## src/rtl/irq_cascade_pkg.sv

```systemverilog
package irq_cascade_pkg;
  localparam int unsigned NUM_MSK = 4;
  localparam int unsigned MSK_L0 = 0;
  localparam int unsigned MSK_L1 = 1;
  localparam int unsigned MSK_M0 = 2;
  localparam int unsigned MSK_M1 = 3;

  localparam int unsigned OFF_L0_STAT  = 0;
  localparam int unsigned OFF_L0_MSK   = 1;
  localparam int unsigned OFF_L1_STAT  = 2;
  localparam int unsigned OFF_L1_MSK   = 3;
  localparam int unsigned OFF_MAP_STAT = 4;
  localparam int unsigned OFF_MAP_MSK0 = 8;
  localparam int unsigned OFF_MAP_MSK1 = OFF_MAP_MSK0 + 4;
  localparam int unsigned OFF_TMR_CLR  = 16;

  function automatic int unsigned msk_off(int unsigned idx);
    case (idx)
      MSK_L0:  return OFF_L0_MSK;
      MSK_L1:  return OFF_L1_MSK;
      MSK_M0:  return OFF_MAP_MSK0;
      default: return OFF_MAP_MSK1;
    endcase
  endfunction
endpackage

```

## src/rtl/irq_mask_regs.sv

```systemverilog
module irq_mask_regs
  import irq_cascade_pkg::*;
#(
  parameter int unsigned GRP_W  = 8,
  parameter int unsigned ADDR_W = 5
) (
  input  logic                            clk_i,
  input  logic                            rst_ni,
  input  logic                            we_i,
  input  logic [ADDR_W-1:0]               addr_i,
  input  logic [GRP_W-1:0]                wdata_i,
  output logic [NUM_MSK-1:0][GRP_W-1:0]   msk_o
);
  for (genvar g = 0; g < NUM_MSK; g++) begin : g_msk
    localparam logic [ADDR_W-1:0] OFF = ADDR_W'(msk_off(g));
    always_ff @(posedge clk_i or negedge rst_ni) begin
      if (!rst_ni)                     msk_o[g] <= '0;
      else if (we_i && addr_i == OFF)  msk_o[g] <= wdata_i;
    end
  end
endmodule

```

## src/rtl/irq_local_grp.sv

```systemverilog
module irq_local_grp #(
  parameter int unsigned GRP_W    = 8,
  parameter int unsigned CASC_BIT = 7
) (
  input  logic             clk_i,
  input  logic             rst_ni,
  input  logic [GRP_W-1:0] src_i,
  input  logic             casc_i,
  input  logic [GRP_W-1:0] msk_i,
  output logic [GRP_W-1:0] stat_o,
  output logic             irq_o
);
  // cascade replaces the raw source at its reserved position
  always_comb begin
    stat_o           = src_i;
    stat_o[CASC_BIT] = casc_i;
  end

  always_ff @(posedge clk_i or negedge rst_ni) begin
    if (!rst_ni) irq_o <= 1'b0;
    else         irq_o <= |(stat_o & msk_i);
  end
endmodule

```

## src/rtl/irq_pend_flags.sv

```systemverilog
module irq_pend_flags #(
  parameter int unsigned NUM_TMR = 2,
  parameter int unsigned GRP_W   = 8
) (
  input  logic               clk_i,
  input  logic               rst_ni,
  input  logic [NUM_TMR-1:0] tc_i,
  input  logic               clr_we_i,
  input  logic [GRP_W-1:0]   wdata_i,
  output logic [NUM_TMR-1:0] pend_o
);
  for (genvar g = 0; g < NUM_TMR; g++) begin : g_pend
    always_ff @(posedge clk_i or negedge rst_ni) begin
      if (!rst_ni)                       pend_o[g] <= 1'b0;
      else if (tc_i[g])                  pend_o[g] <= 1'b1;
      else if (clr_we_i && wdata_i[g])   pend_o[g] <= 1'b0;
    end
  end
endmodule

```

## src/rtl/irq_cascade_ctrl.sv

```systemverilog
module irq_cascade_ctrl
  import irq_cascade_pkg::*;
#(
  parameter int unsigned GRP_W     = 8,
  parameter int unsigned ADDR_W    = 5,
  parameter int unsigned CASC0_BIT = 7,
  parameter int unsigned CASC1_BIT = 3,
  parameter int unsigned NUM_TMR   = 2
) (
  input  logic               clk_i,
  input  logic               rst_ni,
  input  logic               we_i,
  input  logic [ADDR_W-1:0]  addr_i,
  input  logic [GRP_W-1:0]   wdata_i,
  output logic [GRP_W-1:0]   rdata_o,
  input  logic [GRP_W-1:0]   loc0_src_i,
  input  logic [GRP_W-1:0]   loc1_src_i,
  input  logic [GRP_W-1:0]   map_src_i,
  input  logic [NUM_TMR-1:0] tmr_tc_i,
  output logic               irq0_o,
  output logic               irq1_o,
  output logic [NUM_TMR-1:0] tmr_pend_o
);
  localparam logic [ADDR_W-1:0] A_L0S = ADDR_W'(OFF_L0_STAT);
  localparam logic [ADDR_W-1:0] A_L0M = ADDR_W'(OFF_L0_MSK);
  localparam logic [ADDR_W-1:0] A_L1S = ADDR_W'(OFF_L1_STAT);
  localparam logic [ADDR_W-1:0] A_L1M = ADDR_W'(OFF_L1_MSK);
  localparam logic [ADDR_W-1:0] A_MPS = ADDR_W'(OFF_MAP_STAT);
  localparam logic [ADDR_W-1:0] A_MM0 = ADDR_W'(OFF_MAP_MSK0);
  localparam logic [ADDR_W-1:0] A_MM1 = ADDR_W'(OFF_MAP_MSK1);
  localparam logic [ADDR_W-1:0] A_TCL = ADDR_W'(OFF_TMR_CLR);

  logic [NUM_MSK-1:0][GRP_W-1:0] msk_q;
  logic [GRP_W-1:0]              stat0, stat1;
  logic                          casc0, casc1;

  irq_mask_regs #(.GRP_W(GRP_W), .ADDR_W(ADDR_W)) u_msk (
    .clk_i, .rst_ni, .we_i, .addr_i, .wdata_i, .msk_o(msk_q)
  );

  assign casc0 = |(map_src_i & msk_q[MSK_M0]);
  assign casc1 = |(map_src_i & msk_q[MSK_M1]);

  irq_local_grp #(.GRP_W(GRP_W), .CASC_BIT(CASC0_BIT)) u_grp0 (
    .clk_i, .rst_ni, .src_i(loc0_src_i), .casc_i(casc0),
    .msk_i(msk_q[MSK_L0]), .stat_o(stat0), .irq_o(irq0_o)
  );

  irq_local_grp #(.GRP_W(GRP_W), .CASC_BIT(CASC1_BIT)) u_grp1 (
    .clk_i, .rst_ni, .src_i(loc1_src_i), .casc_i(casc1),
    .msk_i(msk_q[MSK_L1]), .stat_o(stat1), .irq_o(irq1_o)
  );

  irq_pend_flags #(.NUM_TMR(NUM_TMR), .GRP_W(GRP_W)) u_pend (
    .clk_i, .rst_ni, .tc_i(tmr_tc_i),
    .clr_we_i(we_i && addr_i == A_TCL), .wdata_i, .pend_o(tmr_pend_o)
  );

  always_comb begin
    rdata_o = '0;
    case (addr_i)
      A_L0S: rdata_o = stat0;
      A_L0M: rdata_o = msk_q[MSK_L0];
      A_L1S: rdata_o = stat1;
      A_L1M: rdata_o = msk_q[MSK_L1];
      A_MPS: rdata_o = map_src_i;
      A_MM0: rdata_o = msk_q[MSK_M0];
      A_MM1: rdata_o = msk_q[MSK_M1];
      A_TCL: rdata_o[NUM_TMR-1:0] = tmr_pend_o;
      default: rdata_o = '0;
    endcase
  end
endmodule

```

## config.mk

```make
export PLATFORM = sky130hd
export DESIGN_NAME = irq_cascade_ctrl
export DESIGN_NICKNAME = d
export VERILOG_FILES = /design/src/rtl/irq_cascade_pkg.sv /design/src/rtl/irq_mask_regs.sv /design/src/rtl/irq_local_grp.sv /design/src/rtl/irq_pend_flags.sv /design/src/rtl/irq_cascade_ctrl.sv
export SDC_FILE = /design/constraint.sdc
export NUM_CORES = 1
export LEC_CHECK = 0
export BUFFER_PORTS_ARGS = -buffer_cell sky130_fd_sc_hd__buf_2
export CORE_MARGIN = 3
export CORE_UTILIZATION = 30
export CTS_CLUSTER_SIZE = 40
export DETAILED_ROUTE_END_ITERATION = 16
export SETUP_SLACK_MARGIN = 0.5
export SLEW_MARGIN = 20
export SYNTH_ARGS = -nofsm -noshare
export SYNTH_HDL_FRONTEND = slang
export SYNTH_SLANG_ARGS = --single-unit
export TNS_END_PERCENT = 30
```

## constraint.sdc

```tcl
create_clock -name clk_i -period 2 [get_ports clk_i]
set_input_delay 0.3 -clock clk_i [delete_from_list [all_inputs] [get_ports clk_i]]
set_output_delay 0.3 -clock clk_i [all_outputs]
set_load 0.05 [all_outputs]
```

; After elaboration in Yosys (flattened, before gate mapping)
; Index checks and enable logic that the tools add are counted.
[word_totals]
register_bits = 36
latchBits = 0
mem_bits_rw = 0
mem_bits_ro = 0
input_bits = 42
out_inout_bits = 12
elab_cells = 39
memories = 0
[classes]
n_addsub = 0
multipliers = 0
n_div = 0
order_cmp = 0
eq_ne = 7
shifts = 0
n_mux = 6
bitwise = 4
n_reduce_logical = 14
[ops]
columns = op, n
row1 = $pmux W6 S7, 1
row2 = $and A8 B8 Y8, 4
row3 = $reduce_or A8 Y1, 4
row4 = $pmux W2 S8, 1
row5 = $eq A5 B2 Y1 const B, 2
row6 = $eq A5 B4 Y1 const B, 2
row7 = $logic_and A1 B1 Y1, 7
row8 = $eq A5 B1 Y1 const B, 1
row9 = $eq A5 B3 Y1 const B, 1
row10 = $eq A5 B5 Y1 const B, 1
row11 = $logic_not A5 Y1, 1
row12 = $mux W1, 4
row13 = $reduce_bool A2 Y1, 2

; Depth between registers and ports, before layout
; Gate-level depths: netlist of run 1.
[logic_depth]
word_depth = 5
mapped_depth = 6
ltp_nobuf = 4

; Hierarchy
; A second synthesis of run 1 with hierarchy kept.
[hier_totals]
cells_unflattened = 178
area_unflattened_um2 = 2222.1
[by_module_without_submodules]
columns = module, n_inst, cells_per_inst, area_each_um2, seq_area_each_um2
row1 = irq_mask_regs, 1, 72, 1291.2, 800.8
row2 = irq_cascade_ctrl, 1, 72, 615.6, 0.0
row3 = irq_local_grp, 2, 14, 121.4, 25.0
row4 = irq_pend_flags, 1, 6, 72.6, 50.0

; Least setup slack after synthesis of run 1
; No wires, ideal clock.
[synth_timing]
path_type = input port to output port
startpoint = input port addr_i[2]
endpoint = output port rdata_o[7]
arrival_ns = 2.100
required_time_ns = 1.700
slack_ns = -0.400
cell_stages = 6
n_path_buf = 2
path_cell_list = buf_2 -> nor2b_1 -> clkbuf_1 -> a22o_1 -> a211oi_1 -> o21ai_0
[synth_via]
elab_chain_cells = 2
word_cells_on_any_way = 8
cone_classes = eq/ne (6) / mux (1) / reduce/logical (1)
[synth_rtl]
columns = element, line_no
row1 = start: declaration, irq_cascade_ctrl.sv:13  ; input logic [ADDR_W-1:0] addr_i,
row2 = "$eq A5 B4 Y1, or another cell as far along", irq_cascade_ctrl.sv:61  ; case (addr_i)
row3 = $pmux W6 S7 (*), irq_cascade_ctrl.sv:61
row4 = end: declaration, irq_cascade_ctrl.sv:15  ; output logic [GRP_W-1:0] rdata_o,
; Every way passes the cells marked *; elsewhere a longest branch is shown, timed or not.

; Worst setup path in the final report of run 1
[layout_timing]
startpoint = register u_msk.msk_o[24] (netlist name)
endpoint = output port rdata_o[3]
[layout_via]
elab_chain_cells = 3
[layout_rtl]
columns = element, line_no
row1 = start: declaration, irq_mask_regs.sv:12  ; output logic [NUM_MSK-1:0][GRP_W-1:0] msk_o
row2 = start signal: indexed assignment, irq_mask_regs.sv:18  ; else if (we_i && addr_i == OFF) msk_o[g] <= wdata_i;
row3 = $and A8 B8 Y8, irq_cascade_ctrl.sv:42  ; assign casc1 = |(map_src_i & msk_q[MSK_M1]);
row4 = $reduce_or A8 Y1, irq_cascade_ctrl.sv:42
row5 = $pmux W6 S7, irq_cascade_ctrl.sv:61
; Every way passes these cells.

==> results of run 1 <==
==> kinds of logic after synthesis <==
| family | count (synthesis) |
|---|---|
| flops | 36 |
| simple gates | 37 |
| mux | 43 |
| compound gates | 44 |
| buf+inv | 10 |
==> area by class of cell <==
| class | count | area (sq um) |
|---|---|---|
| Fill cell | 628 | 3800 |
| Multi-Input combinational cell | 124 | 1170 |
| Sequential cell | 36 | 901 |
| Timing Repair Buffer | 64 | 414 |
| Tap cell | 77 | 96.3 |
| Clock buffer | 6 | 72.6 |
| Clock inverter | 2 | 35.0 |
| Inverter | 1 | 3.75 |
==> metrics by stage <==
step	hold WS (ns)	utilization	setup WS [ns]
after floorplan	0.00441	-	0.0232
after global placement	0.438	0.379	0.0707
after detailed placement	0.442	0.379	0.0631
after CTS	0.128	0.409	-0.132
after global routing	0.181	0.415	-0.221
final	0.0966	0.415	-0.141
==> how the worst max path moves through the flow <==
stage	startpoint	to	slack [ns]	cells after the start
finish	u_msk.msk_o[24]$_DFFE_PN0P_	rdata_o[3]	-0.14	5
floorplan	addr_i[1]	rdata_o[2]	0.02	4
global route	u_msk.msk_o[24]$_DFFE_PN0P_	rdata_o[3]	-0.22	5
CTS	u_msk.msk_o[24]$_DFFE_PN0P_	rdata_o[3]	-0.13	5
global placement	map_src_i[0]	rdata_o[3]	0.07	6
detailed placement	map_src_i[0]	rdata_o[3]	0.06	6
==> routing by layer <==
layer  part of all wire  wire [microns]  global-route usage  vias to the layer above
met5                  0               0                   0                        -
met4              0.016              95              0.0474                        0
met3              0.052             313              0.0433                        8
met2               0.48            2870               0.261                       57
met1               0.45            2690               0.220                      857
li1                   -               -                   -                      791
==> sequential cells by signal, summed over array words and instances (netlist names) <==
signal,flops
u_grp0.irq_o,1
u_grp1.irq_o,1
u_msk.msk_o,32
u_pend.pend_o,2
==> cells in the mapped netlist <==
| master | n |
|---|---|
| nor3_2 | 1 |
| or3_1 | 1 |
| clkbuf_1 | 2 |
| mux4_2 | 2 |
| a21o_1 | 2 |
| a21oi_1 | 4 |
| a22oi_1 | 18 |
| nand2_8 | 1 |
| nand4_2 | 1 |
| mux2i_1 | 6 |
| o211ai_1 | 4 |
| nand4b_2 | 1 |
| a32oi_1 | 1 |
| and3_1 | 3 |
| nor3_1 | 1 |
| nand2_1 | 8 |
| nor2_1 | 7 |
| buf_2 | 3 |
| a211oi_1 | 1 |
| nor2b_1 | 4 |
| inv_1 | 1 |
| mux2_2 | 27 |
| buf_4 | 1 |
| nand3_1 | 2 |
| o21ai_0 | 2 |
| a222oi_1 | 3 |
| o2bb2ai_1 | 2 |
| a22o_1 | 6 |
| buf_6 | 3 |
| a31oi_1 | 1 |
| dfrtp_1 | 36 |
| nor3_4 | 1 |
| and3b_1 | 1 |
| mux2_4 | 8 |
| nand2_2 | 1 |
| nand4_1 | 4 |
==> worst max-delay path, cell delays in order (launching register included) <==
cell	delay [ns]
dfrtp_1	0.42
a22oi_2	0.20
nand4_1	0.15
mux4_2	0.48
o2bb2ai_2	0.15
buf_6	0.16
==> timing repair <==
action / CTS / global route
resized for setup: 24 / 10
endpoints found under the setup margin: 8 / 8
pin swaps: 12 / 10
buffers inserted: 1 / 0
==> cells in the final DEF, fill, tap and decap left out, types with 2 or more instances in the layout <==
| cell type | n |
|---|---|
| a21o_1 | 2 |
| a21oi_1 | 4 |
| a222oi_1 | 3 |
| a22o_1 | 6 |
| a22oi_1 | 13 |
| a22oi_2 | 5 |
| and3_1 | 2 |
| buf_2 | 40 |
| buf_4 | 17 |
| buf_6 | 3 |
| buf_8 | 3 |
| clkbuf_8 | 5 |
| dfrtp_1 | 36 |
| mux2_2 | 26 |
| mux2_4 | 9 |
| mux2i_1 | 6 |
| mux4_2 | 2 |
| nand2_1 | 5 |
| nand2_2 | 4 |
| nand3_1 | 2 |
| nand4_1 | 4 |
| nor2_1 | 7 |
| nor2b_1 | 3 |
| o211ai_1 | 4 |
==> power breakdown <==
group / internal (W) / total [W] / leakage (nW) / switching, W
Sequential: 0.000869 / 0.000989 / 0.448 / 0.000120
Combinational: 0.000299 / 0.000600 / 0.745 / 0.000301
Clock: 0.000370 / 0.000625 / 0.0552 / 0.000255
Total: 0.00154 / 0.00221 / 1.25 / 0.000677
==> out/results.ini, run 1 <==
[status]
status=finished with violations
violations=negative setup slack

[critical_path]
arrival_ns=1.84
worstReg2RegEnd=u_grp0.irq_o$_DFF_PN0_
startpoint_type=flip-flop
cp-end-kind=primary output
rrSetupSlack_ns=0.81
reg2reg_from=u_msk.msk_o[16]$_DFFE_PN0P_
criticalPathCategory=reg2out
worstPathRequired_ns=1.70
crit_fanout=3
r2r_cells=4

[drt]
drt_first_pass_iters=4
vias_per_cell=5.53
postRouteAntennaNets=0
first_iter_violations=102
routed_wirelength_microns=5970
routedWlPerCell_microns=19.2
drc=0
vias=1713

[synth]
synth-adder-area-share=0
syn_avg_cell_area_sq_um=12.2
yosysTopAreaCellShare=0.436
synth_top_family_by_area=multiplexers
yosys_register_bits=36
synthMuxAreaShare=0.256
yosys.area_share.simple=0.114
synth_top_area_cell=dfrtp_1
netlist_instances=170
yosysSeqAreaShare=0.436
syn_area_sq_um=2070
synthTopCellsByArea=dfrtp_1, mux2_2, a22oi_1, mux2_4, mux2i_1
synth-compound-area-share=0.161
synth.net_count=212
synth.distinct_cells=36
synthXorXnorAreaFrac=0
yosys_warnings=0

[global_routing]
grt_pass1_vias=1847
grt_use_total=0.164
overflow=0
antenna_found_initial=0
grt_max_degree=37
grt_pass1_wl_microns=9670

[placement]
place_area_sq_um=2460
place_inst=301
hpwl_microns=4590
io_buffers=51
gp_congestion=0.878

[sta]
fin_ws_ns=-0.141
max_slew.worst_pin.slew_ns=0.805
setup_tns_ns=-0.141
fmax_ghz=0.467
setup_violations=1
final_hold_viol_count=0
grt_setup_unrepaired=yes
max_slew_margin=0.463
period_share=1.07
slew_viol_final=0
fin_crit_ns=2.14
fin_skew_ns=0.00303

[power_and_ir_drop]
p_total_w=0.00221
peakVddDrop_v=0.000243
pwr_density_cell_nw_per_um2=822
p_leak_nw=1.25

[die]
die_area_sq_um=7920
rows=29
die_w_microns=89.0
die_height_microns=89.0
core_area_sq_um=6490
initial_core_util=0.318
ios=54

[clock_tree]
clkSinkCount=36
holdBufCountCts=0
cts_max_path_buffers=2
cts_max_level=2
clkTransAtPathRegs_ns=0.07
cts-buffers-inserted=5
cts-root-buf=clkbuf_8
cts_tree=yes
insertion_delay_ns=0.29

[worst_hold_path]
hp-class=in2async

[finish]
final_cells=310
diodes=0
drive_above_1_share=0.554
final_area_sq_um=2700
area_delta_synth_final_pct=30.5
fin_nets=274

[run]
drv_cap=0

(Power assumes the default switching activity.)
==> run 2, diff against run 1 <==
- RECOVER_POWER: not set -> 100
==> run 2 against run 1 <==
  * The flow still finishes with violations (negative setup slack)
  * Clock skew rose by 0.00079 ns
  * Worst hold slack gained 0.029 ns
  * Global-route usage stayed put
  * Clock-buffer cell count unchanged
  * Maximum frequency up 0.83%
  * Non-clock buffer count did not move
  * Cell count unchanged
  * Sequential cell count unchanged
  * Register-to-register slack about the same
  * Core utilization down 1.3 points
  * Cell area fell by 3.1%
  * Critical path type unchanged
  * Largest cell class unchanged
==> out/results.ini, run 2 (synthesized netlist as in run 1, its figures left out) <==
[global_routing]
overflow=0  ; unchanged
antenna_found_initial=0  ; unchanged
grt_pass1_vias=1847  ; unchanged
grt_pass1_wl_microns=9670  ; unchanged
grt_use_total=0.164  ; unchanged
grt_max_degree=37  ; unchanged

[drt]
routedWlPerCell_microns=19.2  ; about the same
routed_wirelength_microns=5950  ; was 5970 microns
met3_wirelength_microns=380  ; was 313 microns
drc=0  ; unchanged
wl_met2_microns=2850  ; was 2870 microns
routed.top_layer=met4  ; unchanged
postRouteAntennaNets=0  ; unchanged
vias_per_cell=5.48  ; was 5.53
met1_length_microns=2630  ; was 2690 microns
vias=1700  ; was 1713
first_iter_violations=139  ; was 102
drt_first_pass_iters=4  ; unchanged

[critical_path]
reg2reg_from=u_msk.msk_o[16]$_DFFE_PN0P_  ; unchanged
cp-end-kind=primary output  ; unchanged
crit_fanout=3  ; unchanged
startpoint_type=flip-flop  ; unchanged
criticalPathCategory=reg2out  ; unchanged
worstPathRequired_ns=1.70  ; about the same
arrival_ns=1.82  ; was 1.84 ns
worstSetupStartpoint=u_msk.msk_o[24]$_DFFE_PN0P_  ; unchanged

[die]
ios=54  ; unchanged
die_area_sq_um=7920  ; unchanged
initial_core_util=0.318  ; unchanged
core_area_sq_um=6490  ; unchanged
die_height_microns=89.0  ; unchanged
die_w_microns=89.0  ; unchanged
rows=29  ; unchanged

[status]
status=finished with violations  ; unchanged
violations=negative setup slack  ; unchanged

[finish]
final_cell_mix=dfrtp_1, buf_2, mux2_2  ; was buf_2, dfrtp_1, mux2_2
reg_top3=u_msk.msk_o: 32 flops, u_pend.pend_o: 2 flops  ; unchanged
area_delta_synth_final_pct=26.5  ; was 30.5%
diodes=0  ; unchanged
fin_nets=274  ; unchanged
final_area_sq_um=2610  ; was 2700 sq um
drive_above_1_share=0.472  ; was 0.554
regMostFlops=u_msk.msk_o  ; unchanged
layout_commonest_cell=dfrtp_1  ; was buf_2
largest_reg_flops=32  ; unchanged

[sta]
max_slew_margin=0.403  ; was 0.463
setup_tns_ns=-0.175  ; was -0.141 ns
fmax_ghz=0.471  ; was 0.467 GHz
whs_ns=0.126  ; was 0.0966 ns
fin_ws_ns=-0.123  ; was -0.141 ns
fin_skew_ns=0.00383  ; was 0.00303 ns
grt_setup_unrepaired=yes  ; unchanged
max_slew.worst_pin.slew_ns=0.896  ; was 0.805 ns
setup_violations=3  ; was 1
period_share=1.06  ; was 1.07
fin_crit_ns=2.12  ; was 2.14 ns
final_hold_viol_count=0  ; unchanged
slew_viol_final=0  ; unchanged

[clock_tree]
cts_tree=yes  ; unchanged
cts_max_path_buffers=2  ; unchanged
clkTransAtPathRegs_ns=0.07  ; about the same
insertion_delay_ns=0.29  ; about the same
clkSinkCount=36  ; unchanged
holdBufCountCts=0  ; unchanged
cts_max_level=2  ; unchanged
cts-root-buf=clkbuf_8  ; unchanged
cts-buffers-inserted=5  ; unchanged

[placement]
place_area_sq_um=2460  ; unchanged
gp_congestion=0.878  ; unchanged
hpwl_microns=4590  ; unchanged
io_buffers=51  ; unchanged

[power_and_ir_drop]
p_leak_nw=1.18  ; was 1.25 nW
peakVddDrop_v=0.000242  ; was 0.000243 V
pwr_density_cell_nw_per_um2=836  ; was 822 nW/um^2
p_total_w=0.00218  ; was 0.00221 W

[worst_hold_path]
hp-class=in2async  ; unchanged

[run]
drv_cap=0  ; unchanged

-- run 2: cell count changes in the layout (fill, tap and decap cells not counted), sizes merged --
| cell | change |
|---|---|
| clkbuf | +11 |
| buf | -11 |
-- run 2: worst paths after layout --
| check | endpoint | slack, ns | cells past startpoint |
|---|---|---|---|
| worst max-delay path | rdata_o[3] | -0.12 | 5 |
| worst min-delay path | u_msk.msk_o[9]$_DFFE_PN0P_ | 0.13 | 1 |
| worst max register to register | u_grp0.irq_o$_DFF_PN0_ | 0.82 | 4 |
| worst min register to register | u_pend.pend_o[0]$_DFFE_PN0P_ | 0.53 | 1 |
| max in group asynchronous | u_msk.msk_o[13]$_DFFE_PN0P_ | 1.31 | 1 |
| min in group clk_i | u_pend.pend_o[0]$_DFFE_PN0P_ | 0.19 | 2 |
-- run 2: final cells by class --
| cell class | instances | area (sq um) |
|---|---|---|
| Multi-Input combinational cell | 124 | 1120 |
| Tap cell | 77 | 96.3 |
| Timing Repair Buffer | 64 | 385 |
| Inverter | 1 | 3.75 |
| Fill cell | 651 | 3880 |
| Sequential cell | 36 | 901 |
| Clock buffer | 6 | 72.6 |
| Clock inverter | 2 | 35.0 |
-- run 2: power by group --
part	switching [W]	leakage (nW)	internal, W
sequential	0.000118	0.448	0.000869
combinational	0.000296	0.677	0.000277
clock	0.000255	0.0552	0.000370
total	0.000669	1.18	0.00152
-- run 2: critical path, stage by stage (launching register included) --
cell and delay (ns):
dfrtp_1 0.41, a22oi_2 0.19, nand4_1 0.15, mux4_2 0.48, o2bb2ai_2 0.15, buf_6 0.16
-- run 2: layer usage --
| layer | global-route usage | up-vias |
|---|---|---|
| met5 | 0 | - |
| met1 | 0.220 | 844 |
| met4 | 0.0474 | 0 |
| met3 | 0.0433 | 8 |
| met2 | 0.261 | 61 |
| li1 | - | 787 |
-- run 2: timing repair --
item	CTS	global route
setup endpoints to repair	8	8
buffers inserted	1	0
pin swaps	12	10
gates resized for setup	24	10
-- run 2: metrics by stage --
stage	instances	util	worst slack, ns
after global routing	310	0.402	-0.221
after floorplan	170	-	0.0232
after CTS	310	0.409	-0.132
final	310	0.402	-0.123
after detailed placement	301	0.379	0.0631
after global placement	301	0.379	0.0707
==> run 3, diff against run 2 <==
- ABC_AREA: not set -> 1
==> run 3 against run 2 <==
  * The run now ends clean
  * Combinational power rose by 4.4%
  * Wire length rose by 15%
  * Maximum frequency rose by 16%
  * Area after synthesis rose by 6.1%
  * Synthesized cell count rose by 83%
  * Cell area rose by 12%
  * Sequential share of layout area fell by 3.7 points
  * Largest power group unchanged
==> out/results.ini, run 3 <==
[drt]
vias=2348  ; was 1700
routed_wirelength_microns=6860  ; was 5950 microns
routedWlPerCell_microns=14.3  ; was 19.2 microns
first_iter_violations=136  ; was 139
postRouteAntennaNets=0  ; unchanged
vias_per_cell=4.88  ; was 5.48
drc=0  ; unchanged
drt_first_pass_iters=4  ; unchanged

[power_and_ir_drop]
switching_power_w=0.000726  ; was 0.000669 W
p_seq_frac=0.440  ; was 0.452
power_frac_comb=0.270  ; was 0.262
clockPowerShare=0.291  ; was 0.286
p_leak_nw=1.45  ; was 1.18 nW
switching_share=0.327  ; was 0.306
peakVddDrop_v=0.000285  ; was 0.000242 V
p_int_w=0.00149  ; was 0.00152 W
pwr_density_cell_nw_per_um2=757  ; was 836 nW/um^2

[finish]
multi_input_area_sq_um=1150  ; was 1120 sq um
fin_nets=426  ; was 274
regMostFlops=u_msk.msk_o  ; unchanged
fillers=750  ; was 651
fin_util=0.421  ; was 0.402
layout_commonest_cell=nand2_1  ; was dfrtp_1
area_delta_synth_final_pct=33.5  ; was 26.5%
area.sequential_sq_um=901  ; unchanged
final_cell_mix=nand2_1, dfrtp_1, nand4_1, buf_2, inv_1  ; was dfrtp_1, buf_2, mux2_2
drive_above_1_share=0.262  ; was 0.472
largest_reg_flops=32  ; unchanged
diodes=0  ; unchanged
reg_top3=u_msk.msk_o: 32 flops, u_pend.pend_o: 2 flops  ; unchanged

[placement]
gp_congestion=0.889  ; was 0.878
place_ws_ns=0.107  ; was 0.0631 ns
io_buffers=51  ; unchanged
hpwl_microns=5150  ; was 4590 microns

[die]
core_area_sq_um=6940  ; was 6490 sq um
rows=30  ; was 29
die_height_microns=91.5  ; was 89.0 microns
die_area_sq_um=8370  ; was 7920 sq um
die_w_microns=91.5  ; was 89.0 microns
initial_core_util=0.316  ; was 0.318
ios=54  ; unchanged

[sta]
setup_tns_ns=0  ; was -0.175 ns
fin_crit_ns=1.83  ; was 2.12 ns
final_hold_viol_count=0  ; unchanged
setup_violations=0  ; was 3
max_slew.worst_pin.slew_ns=0.961  ; was 0.896 ns
max_slew_margin=0.357  ; was 0.403
fmax_ghz=0.545  ; was 0.471 GHz
slew_viol_final=0  ; unchanged
fin_skew_ns=0.00842  ; was 0.00383 ns
period_share=0.917  ; was 1.06
fin_ws_ns=0.166  ; was -0.123 ns
grt_setup_unrepaired=yes  ; unchanged

[synth]
syn_avg_cell_area_sq_um=7.05  ; was 12.2 sq um
yosys_register_bits=36  ; unchanged
synth.distinct_cells=20  ; was 36
postSynth.topFlopCell=dfrtp_1  ; unchanged
synthTopCellsByArea=dfrtp_1, nand2_1, nand4_1, o21ai_0, inv_1  ; was dfrtp_1, mux2_2, a22oi_1, mux2_4, mux2i_1
synth-edff-count=0  ; unchanged
synth_top_area_cell=dfrtp_1  ; unchanged
netlist_instances=311  ; was 170
synth_commonest_cells=nand2_1, dfrtp_1, nand4_1, o21ai_0, inv_1  ; was dfrtp_1, mux2_2, a22oi_1
yosysTopAreaCellShare=0.411  ; was 0.436
syn_area_sq_um=2190  ; was 2070 sq um
synth.net_count=353  ; was 212
yosysSeqAreaShare=0.411  ; was 0.436
yosys_warnings=0  ; unchanged
synth_most_common_cell=nand2_1  ; was dfrtp_1
synth_async_sr_flop_share=1.00  ; unchanged

[clock_tree]
cts-root-buf=clkbuf_8  ; unchanged
insertion_delay_ns=0.29  ; about the same
cts-buffers-inserted=5  ; unchanged
clkTransAtPathRegs_ns=0.08  ; was 0.07 ns
clkSinkCount=36  ; unchanged
cts_max_level=2  ; unchanged
cts_max_path_buffers=2  ; unchanged
cts_tree=yes  ; unchanged

[critical_path]
cpMostUsedCell=buf_4
startpoint_type=primary input  ; was flip-flop
cp-end-kind=primary output  ; unchanged
timing.critical_path.buf_inv=3  ; was 1
crit_fanout=5  ; was 3
slowest_stage=o21ai_0  ; was mux4_2
cp_cell_sequence=buf_4, nor2_4, buf_12, nand3_1, o21ai_0, nor2_1, nand2_2, buf_4  ; was a22oi_2, nand4_1, mux4_2, o2bb2ai_2, buf_6
worstPathRequired_ns=1.70  ; about the same
slowest_delay_ns=0.30  ; was 0.48 ns
crit_family=simple AND/OR/NAND/NOR gates  ; was multiplexers
arrival_ns=1.53  ; was 1.82 ns
criticalPathCategory=in2out  ; was reg2out

[global_routing]
overflow=0  ; unchanged
grt_pass1_wl_microns=11400  ; was 9670 microns
grt_use_total=0.172  ; was 0.164
grt_max_degree=37  ; unchanged
grt_pass1_vias=2323  ; was 1847
antenna_found_initial=0  ; unchanged

[run]
drv_cap=0  ; unchanged

[worst_hold_path]
hp-class=in2async  ; unchanged

[status]
status=completed  ; was finished with violations

[run 3: cell types whose count changed after synthesis, moves of 6 or more]
| cell | change |
|---|---|
| nor2_1 | +19 |
| mux2_4 | -8 |
| a22oi_1 | -18 |
| a22o_1 | -6 |
| o21a_1 | +7 |
| o21ai_1 | +8 |
| mux2i_1 | -6 |
| mux2_2 | -27 |
| inv_1 | +29 |
| o21ai_0 | +30 |
| nand4_1 | +28 |
| nand2_1 | +96 |
[run 3: logic make-up after synthesis]
group,Yosys count,synth area share
flops,36,0.411
compound gates,51,0.127
buf+inv,43,0.0799
simple gates,181,0.382
[run 3: layout make-up]
class,count,area share
multi-input cells,232,0.395
flip-flops and latches,36,0.308
repair buffers,76,0.177
inverters,33,0.0432
well taps,96,0.0410
clock buffers,6,0.0248
clock inverters,2,0.0120
[run 3: routing by layer]
layer | wire [microns] | global-route usage | share of wire
met4 | 116 | 0.0528 | 0.017
met3 | 427 | 0.0398 | 0.062
met5 | 0 | 0 | 0
met2 | 3220 | 0.276 | 0.47
met1 | 3090 | 0.229 | 0.45
[run 3: power by group through the flow]
| stage | Clock (W) | Sequential [W] | Combinational, W |
|---|---|---|---|
| floorplan | 0 | 0.000998 | 0.000316 |
| global placement | 0 | 0.000985 | 0.000513 |
| detailed placement | 0 | 0.000988 | 0.000520 |
| CTS | 0.000656 | 0.000973 | 0.000589 |
| global route | 0.000690 | 0.000995 | 0.000670 |
| finish | 0.000645 | 0.000974 | 0.000598 |
[run 3: final timing paths]
path                                        startpoint                      endpoint  slack, ns  cells after the start
setup / recovery                             addr_i[0]                    rdata_o[6]       0.17                      8
hold / removal                                  rst_ni   u_msk.msk_o[16]$_DFFE_PN0P_       0.14                      1
setup reg to reg           u_msk.msk_o[19]$_DFFE_PN0P_        u_grp0.irq_o$_DFF_PN0_       0.69                      9
hold reg to reg             u_msk.msk_o[7]$_DFFE_PN0P_        u_grp0.irq_o$_DFF_PN0_       0.49                      2
max in group asynchronous                       rst_ni    u_msk.msk_o[3]$_DFFE_PN0P_       1.27                      1
min in group clk_i                         tmr_tc_i[1]  u_pend.pend_o[1]$_DFFE_PN0P_       0.20                      2
[run 3: metrics by stage]
stage                     hold WS, ns  instances  power (W)  cell area, sq um
after CTS                       0.144        477    0.00222              2950
after floorplan               0.00441        311    0.00131              2250
final                           0.143        481    0.00222              2930
after global placement          0.446        460    0.00150              2640
after global routing            0.210        481    0.00235              2930
after detailed placement        0.455        460    0.00151              2640
[run 3: repair_timing]
action                                  CTS  global route
cloned                                    0             0
gates resized for setup                  39             3
endpoints found under the hold margin     0             0
buffers inserted                          9             4
endpoints found under the setup margin    8             8
pin swaps                                15             4
hold buffers                              0             0
[run 3: worst reg2reg max path: stages (launching register included)]
cell and delay [ns]:
dfrtp_1 0.40, nand2_1 0.07, nand2_1 0.05, nor2_1 0.14, nand2_2 0.08, buf_4 0.14
buf_4 0.12, buf_4 0.12, nand2_1 0.06, nand2_1 0.04
